[src/rtl/clkfan_pkg.sv]
package clkfan_pkg;
  parameter int CH_N = 4;
  parameter int CFG_W = 8;

  typedef struct packed {
    logic            revMode;
    logic [CH_N-1:0] chanEn;
  } ctrlStrobe_t;
endpackage

[src/rtl/clkfan_ctrl.sv]
module clkfan_ctrl
  import clkfan_pkg::*;
#(
  parameter int NUM_CH = CH_N,
  parameter int CFG_BITS = CFG_W
) (
  input  logic                clk,
  input  logic                rstN,
  input  logic                wrEn,
  input  logic [CFG_BITS-1:0] wrData,
  output ctrlStrobe_t         strobes
);
  localparam int DIR_POS = CFG_BITS - 1;

  logic              revQ;
  logic [NUM_CH-1:0] enQ;

  always_ff @(posedge clk) begin
    if (!rstN) begin
      revQ <= 1'b0;
      enQ  <= '0;
    end else if (wrEn) begin
      revQ <= wrData[DIR_POS];
      enQ  <= wrData[NUM_CH-1:0];
    end
  end

  always_comb begin
    strobes.revMode = revQ;
    strobes.chanEn  = enQ;
  end
endmodule

[src/rtl/clkfan_path.sv]
module clkfan_path
  import clkfan_pkg::*;
#(
  parameter int NUM_CH = CH_N
) (
  input  ctrlStrobe_t       strobes,
  input  logic              upIn,
  input  logic [NUM_CH-1:0] dnIn,
  output logic              upPullLow,
  output logic [NUM_CH-1:0] dnPullLow
);
  logic [NUM_CH-1:0] lowSeen;

  for (genvar ch = 0; ch < NUM_CH; ch++) begin : g_chan
    // forward: repeat an upstream low onto enabled lines
    assign dnPullLow[ch] = ~strobes.revMode & strobes.chanEn[ch] & ~upIn;
    // reverse: an enabled line reading low joins the wired-AND
    assign lowSeen[ch]   = strobes.chanEn[ch] & ~dnIn[ch];
  end

  assign upPullLow = strobes.revMode & (|lowSeen);
endmodule

[src/rtl/clkfan_top.sv]
module clkfan_top
  import clkfan_pkg::*;
#(
  parameter int NUM_CH = CH_N,
  parameter int CFG_BITS = CFG_W
) (
  input  logic                clk,
  input  logic                rstN,
  input  logic                cfgWrEn,
  input  logic [CFG_BITS-1:0] cfgWrData,
  input  logic                upIn,
  output logic                upPullLow,
  input  logic [NUM_CH-1:0]   dnIn,
  output logic [NUM_CH-1:0]   dnPullLow
);
  ctrlStrobe_t       strobes;
  logic              revMode;
  logic [NUM_CH-1:0] chanEn;

  clkfan_ctrl #(.NUM_CH(NUM_CH), .CFG_BITS(CFG_BITS)) u_ctrl (
    .clk(clk), .rstN(rstN), .wrEn(cfgWrEn), .wrData(cfgWrData), .strobes(strobes)
  );

  clkfan_path #(.NUM_CH(NUM_CH)) u_path (
    .strobes(strobes), .upIn(upIn), .dnIn(dnIn),
    .upPullLow(upPullLow), .dnPullLow(dnPullLow)
  );

  assign revMode = strobes.revMode;
  assign chanEn  = strobes.chanEn;
endmodule

[config.mk]
export PLATFORM = sky130hd
export DESIGN_NAME = clkfan_top
export DESIGN_NICKNAME = d
export VERILOG_FILES = /design/src/rtl/clkfan_pkg.sv /design/src/rtl/clkfan_ctrl.sv /design/src/rtl/clkfan_path.sv /design/src/rtl/clkfan_top.sv
export SDC_FILE = /design/constraint.sdc
export NUM_CORES = 1
export LEC_CHECK = 0
export ABC_CLOCK_PERIOD_IN_PS = 800
export BUFFER_PORTS_ARGS = -buffer_cell sky130_fd_sc_hd__buf_4
export CORE_AREA = 2 2 39 41
export CTS_BUF_LIST = sky130_fd_sc_hd__clkbuf_4
export DETAILED_ROUTE_END_ITERATION = 10
export DIE_AREA = 0 0 41 43
export MAX_ROUTING_LAYER = met4
export SKIP_CTS_REPAIR_TIMING = 1
export SYNTH_ARGS = -nofsm -noshare
export SYNTH_HDL_FRONTEND = slang
export SYNTH_SLANG_ARGS = --single-unit
[constraint.sdc]
create_clock -name clk -period 0.8 [get_ports clk]
set_input_delay 0 -clock clk [delete_from_list [all_inputs] [get_ports clk]]
set_output_delay 0 -clock clk [all_outputs]
set_load 0.02 [all_outputs]
### Word level (Yosys, flattened, before mapping)

Index checks and enable logic that the tools add are counted.
Widths: inputs -> output; s select.

* bits in registers: 5
* input port bits: 16
* output and inout port bits: 5
* word-level logic and storage cells: 22

* bitwise logic cells: 19
* reduce and logical (&&, ||, !) cells: 1

Operators with widths (number)
* $and 1x1->1: 13
* $not 1->1: 6
* $reduce_or 4->1: 1

### Logic depth before layout (Yosys ltp)

* word-level depth: 4
* gate-level depth with buffers: 3
* mapped depth without buffers: 2

### Modules after synthesis

From an unflattened synthesis, not the netlist that was laid out.

* cell total of the unflattened synthesis: 27
* area, all modules: 266.5 sq um

Modules (own cells, without submodules)
* clkfan_ctrl: instances 1, cells each 17, area an instance 200.2 sq um, sequential area each 100.1 sq um
* clkfan_path: instances 1, cells each 10, area an instance 66.3 sq um, sequential area each 0.0 sq um

### Worst setup path after synthesis

No wires, ideal clock.

* path kind: reg-to-output
* start: reg u_ctrl.enQ[3]
* end: out upPullLow
* data arrival time: 0.906 ns
* data required time: 0.800 ns
* slack: -0.106 ns
* cell stages (with the launch flop): 3
* cell sequence: dfxtp_1 nor2b_1 o41a_1

* word-level cells in the longest chain between the ends: 3

RTL lines
* from (decl): line clkfan_ctrl.sv:16 `logic [NUM_CH-1:0] enQ;`
* from (signal assigned): line clkfan_ctrl.sv:24 `enQ <= wrData[NUM_CH-1:0];`
* $and 1x1->1: line clkfan_path.sv:18 `assign lowSeen[ch] = strobes.chanEn[ch] & ~dnIn[ch];`
* $reduce_or 4->1: line clkfan_path.sv:21 `assign upPullLow = strobes.revMode & (|lowSeen);`
* $and 1x1->1: line clkfan_path.sv:21
* to (decl): line clkfan_top.sv:12 `output logic upPullLow,`

Every way passes these cells.

### Worst setup path in the final report

* start: reg u_ctrl.enQ[1]
* end: out upPullLow

The elaborated chain is that of the path after synthesis.

==> out/qor.txt <==
Routed Antenna Nets: 0
RePlAce Congestion: 0.647
Root Buffer: clkbuf_4
Chip width: 41 um
Yosys cell types: 8
Tmin final: 1.24 ns
Syn Area/Cell: 9.72 um^2
# port buffers: 17
WHS: 0.00700 ns
Top Layer Used: met4
Post-route cell area: 513 um^2
Core Region: 1380 um^2
Worst-Skew Late Latency: 0.24 ns
Max Fclk: 0.804 GHz
# IOs: 21
Detailed Place HPWL: 533 um
Final wirelength: 675 um
Share of layout cells above drive strength 1: 68.6%
Max Transition Viols Final: 0
Post-Syn Instances: 26
Antenna diode count: 0
Final setup vio count: 5
Buffers and inverters on the worst path: 1
Crit share post-route: 155%
First-pass GRT wire length: 1020 um
Die area: 1760 um^2
CTS Sinks: 5
Yosys warns: 0
WL met1: 316 um
Worst r2r path cells: 3
R2r setup slk: 0.05 ns
Chip height: 43 um
Clk buf depth: 2
Synth Register Bits: 5
Setup ws final: -0.443 ns
H-tree levels: 1
Wire length on met2: 284 um
Maximum VDD drop: 0.567 mV
Hold Violations, Final: 0
Worst setup endpoint: upPullLow
Pwr dens: 1520 nW/um^2
# Max-Cap Violations: 0
Layout area overhead: 103%
Rel. slew slack: 91.4%
Post-synthesis sequential area ratio: 39.6%
Pre-Repair DR Iteration Count: 4
Violated checks: negative setup slack
DR vias/cell: 3.82
Skew final: 0 ns
Crit. path cell count: 3
Dpl cells: 63
Worst path cell trace: nor2b_4 -> o41a_1 -> buf_6
LEAKAGE: 0.247 nW
CP Launch Point: u_ctrl.enQ[1]
Core Rows: 14
Syn_nets: 42
Hold Crit Class: in2reg
Family with the most delay on the worst path: compound AO/OA/AOI/OAI gates
Vias in the first global route: 241
Layout Nets: 68
Largest net degree at the start of global routing: 6
Total CTS buffers: 3
Worst Path Required: 0.80 ns
Slowest cell delay on critical path: 0.43 ns
Mapped Area: 253 um^2
Detailed Route Iter0 Violations: 1
Status: finished with violations
Reg2reg end: u_ctrl.revQ
R2r startpoint: u_ctrl.revQ
DR vias: 256
Tot Pwr: 0.778 mW
Cell Area, Placed: 433 um^2
Antenna violations before repair: 0
Slew @ Worst Pin: 0.125 ns
Starting density of the core: 18.3%
Worst-path fanout max: 2
Total Routing Usage GR: 9.77%
CTS tree: yes
Met3 wire len: 65 um
Total gr overflow: 0
Crit start category: flip-flop
DRC errors left: 0
Routed len/inst: 10.1 um
RSZ-0062 raised after global routing: yes
CP arrival: 1.24 ns
Slowest CP cell: o41a_1
CTS clk-pin slew, worst paths: 0.05 ns
Non-filler cells, final: 67
Hold path cells: 2
Crit. End Element: output port
Crit path kind: reg2out
Placement Setup Slack: -0.192 ns
[final cells by class]
cell class | instances | area, um^2
repair buffers | 22 | 188
fillers | 150 | 871
well taps | 16 | 20.0
multi-input cells | 20 | 171
clock buffers | 4 | 30.0
flip-flops and latches | 5 | 104
[stage by stage]
| step | utilization, % | TNS (ns) |
|---|---|---|
| after floorplan | - | -0.106 |
| after global placement | 31.3 | -0.168 |
| after detailed placement | 31.3 | -0.192 |
| after CTS | 33.5 | -1.43 |
| after global routing | 37.1 | -1.22 |
| final | 37.1 | -0.993 |
[cell families after synthesis]
group,count (synthesis),synth area share [%]
compound gates,1,4.46
buf+inv,1,1.98
simple gates,14,34.2
flops,5,39.6
mux,5,19.8
[worst min path at each step]
stage | start | to
6_report | rstN | u_ctrl.revQ
5_1_grt | rstN | u_ctrl.revQ
4_1_cts | rstN | u_ctrl.revQ
3_5_place_dp | rstN | u_ctrl.revQ
3_3_place_gp | rstN | u_ctrl.enQ[0]
2_1_floorplan | rstN | u_ctrl.enQ[0]
[worst reg2reg max path, cell delays in order (launching register included)]
cell and delay [ns]:
dfxtp_2 0.33, buf_4 0.14, mux2i_1 0.12, nor2b_1 0.06
[cell usage after synthesis]
library cell / count / area share (%)
and2_1: 3 / 7.4
dfxtp_1: 5 / 40
nor2_1: 1 / 1.5
mux2i_1: 5 / 20
buf_2: 1 / 2.0
nor2b_1: 9 / 22
o41a_1: 1 / 4.5
and2_2: 1 / 3.0
[power by group]
group | leakage, nW | internal, mW | total (mW) | switching [mW]
Clock | 0.0184 | 0.223 | 0.331 | 0.108
Sequential | 0.0423 | 0.267 | 0.276 | 0.00956
Combinational | 0.186 | 0.111 | 0.170 | 0.0595
Total | 0.247 | 0.600 | 0.778 | 0.177
[routing by layer]
layer / up-vias / GRT usage, %
met5: - / -
met4: 0 / 8.00
met3: 2 / 6.28
met2: 13 / 11.3
met1: 106 / 11.3
li1: 135 / -
[sequential cells by signal, indices dropped and copies added (netlist names)]
signal,count
u_ctrl.revQ,1
u_ctrl.enQ,4
[placed cells by master, fill, tap and decap left out]
cell type / netlist / routed
buf_6: 0 / 6
and2_4: 0 / 4
o41a_1: 1 / 1
buf_4: 0 / 16
mux2i_1: 5 / 5
nor2b_4: 0 / 1
dfxtp_1: 5 / 2
nor2b_1: 9 / 8
dfxtp_2: 0 / 3
clkbuf_4: 0 / 4
nor2_4: 0 / 1
(Power assumes the default switching activity.)
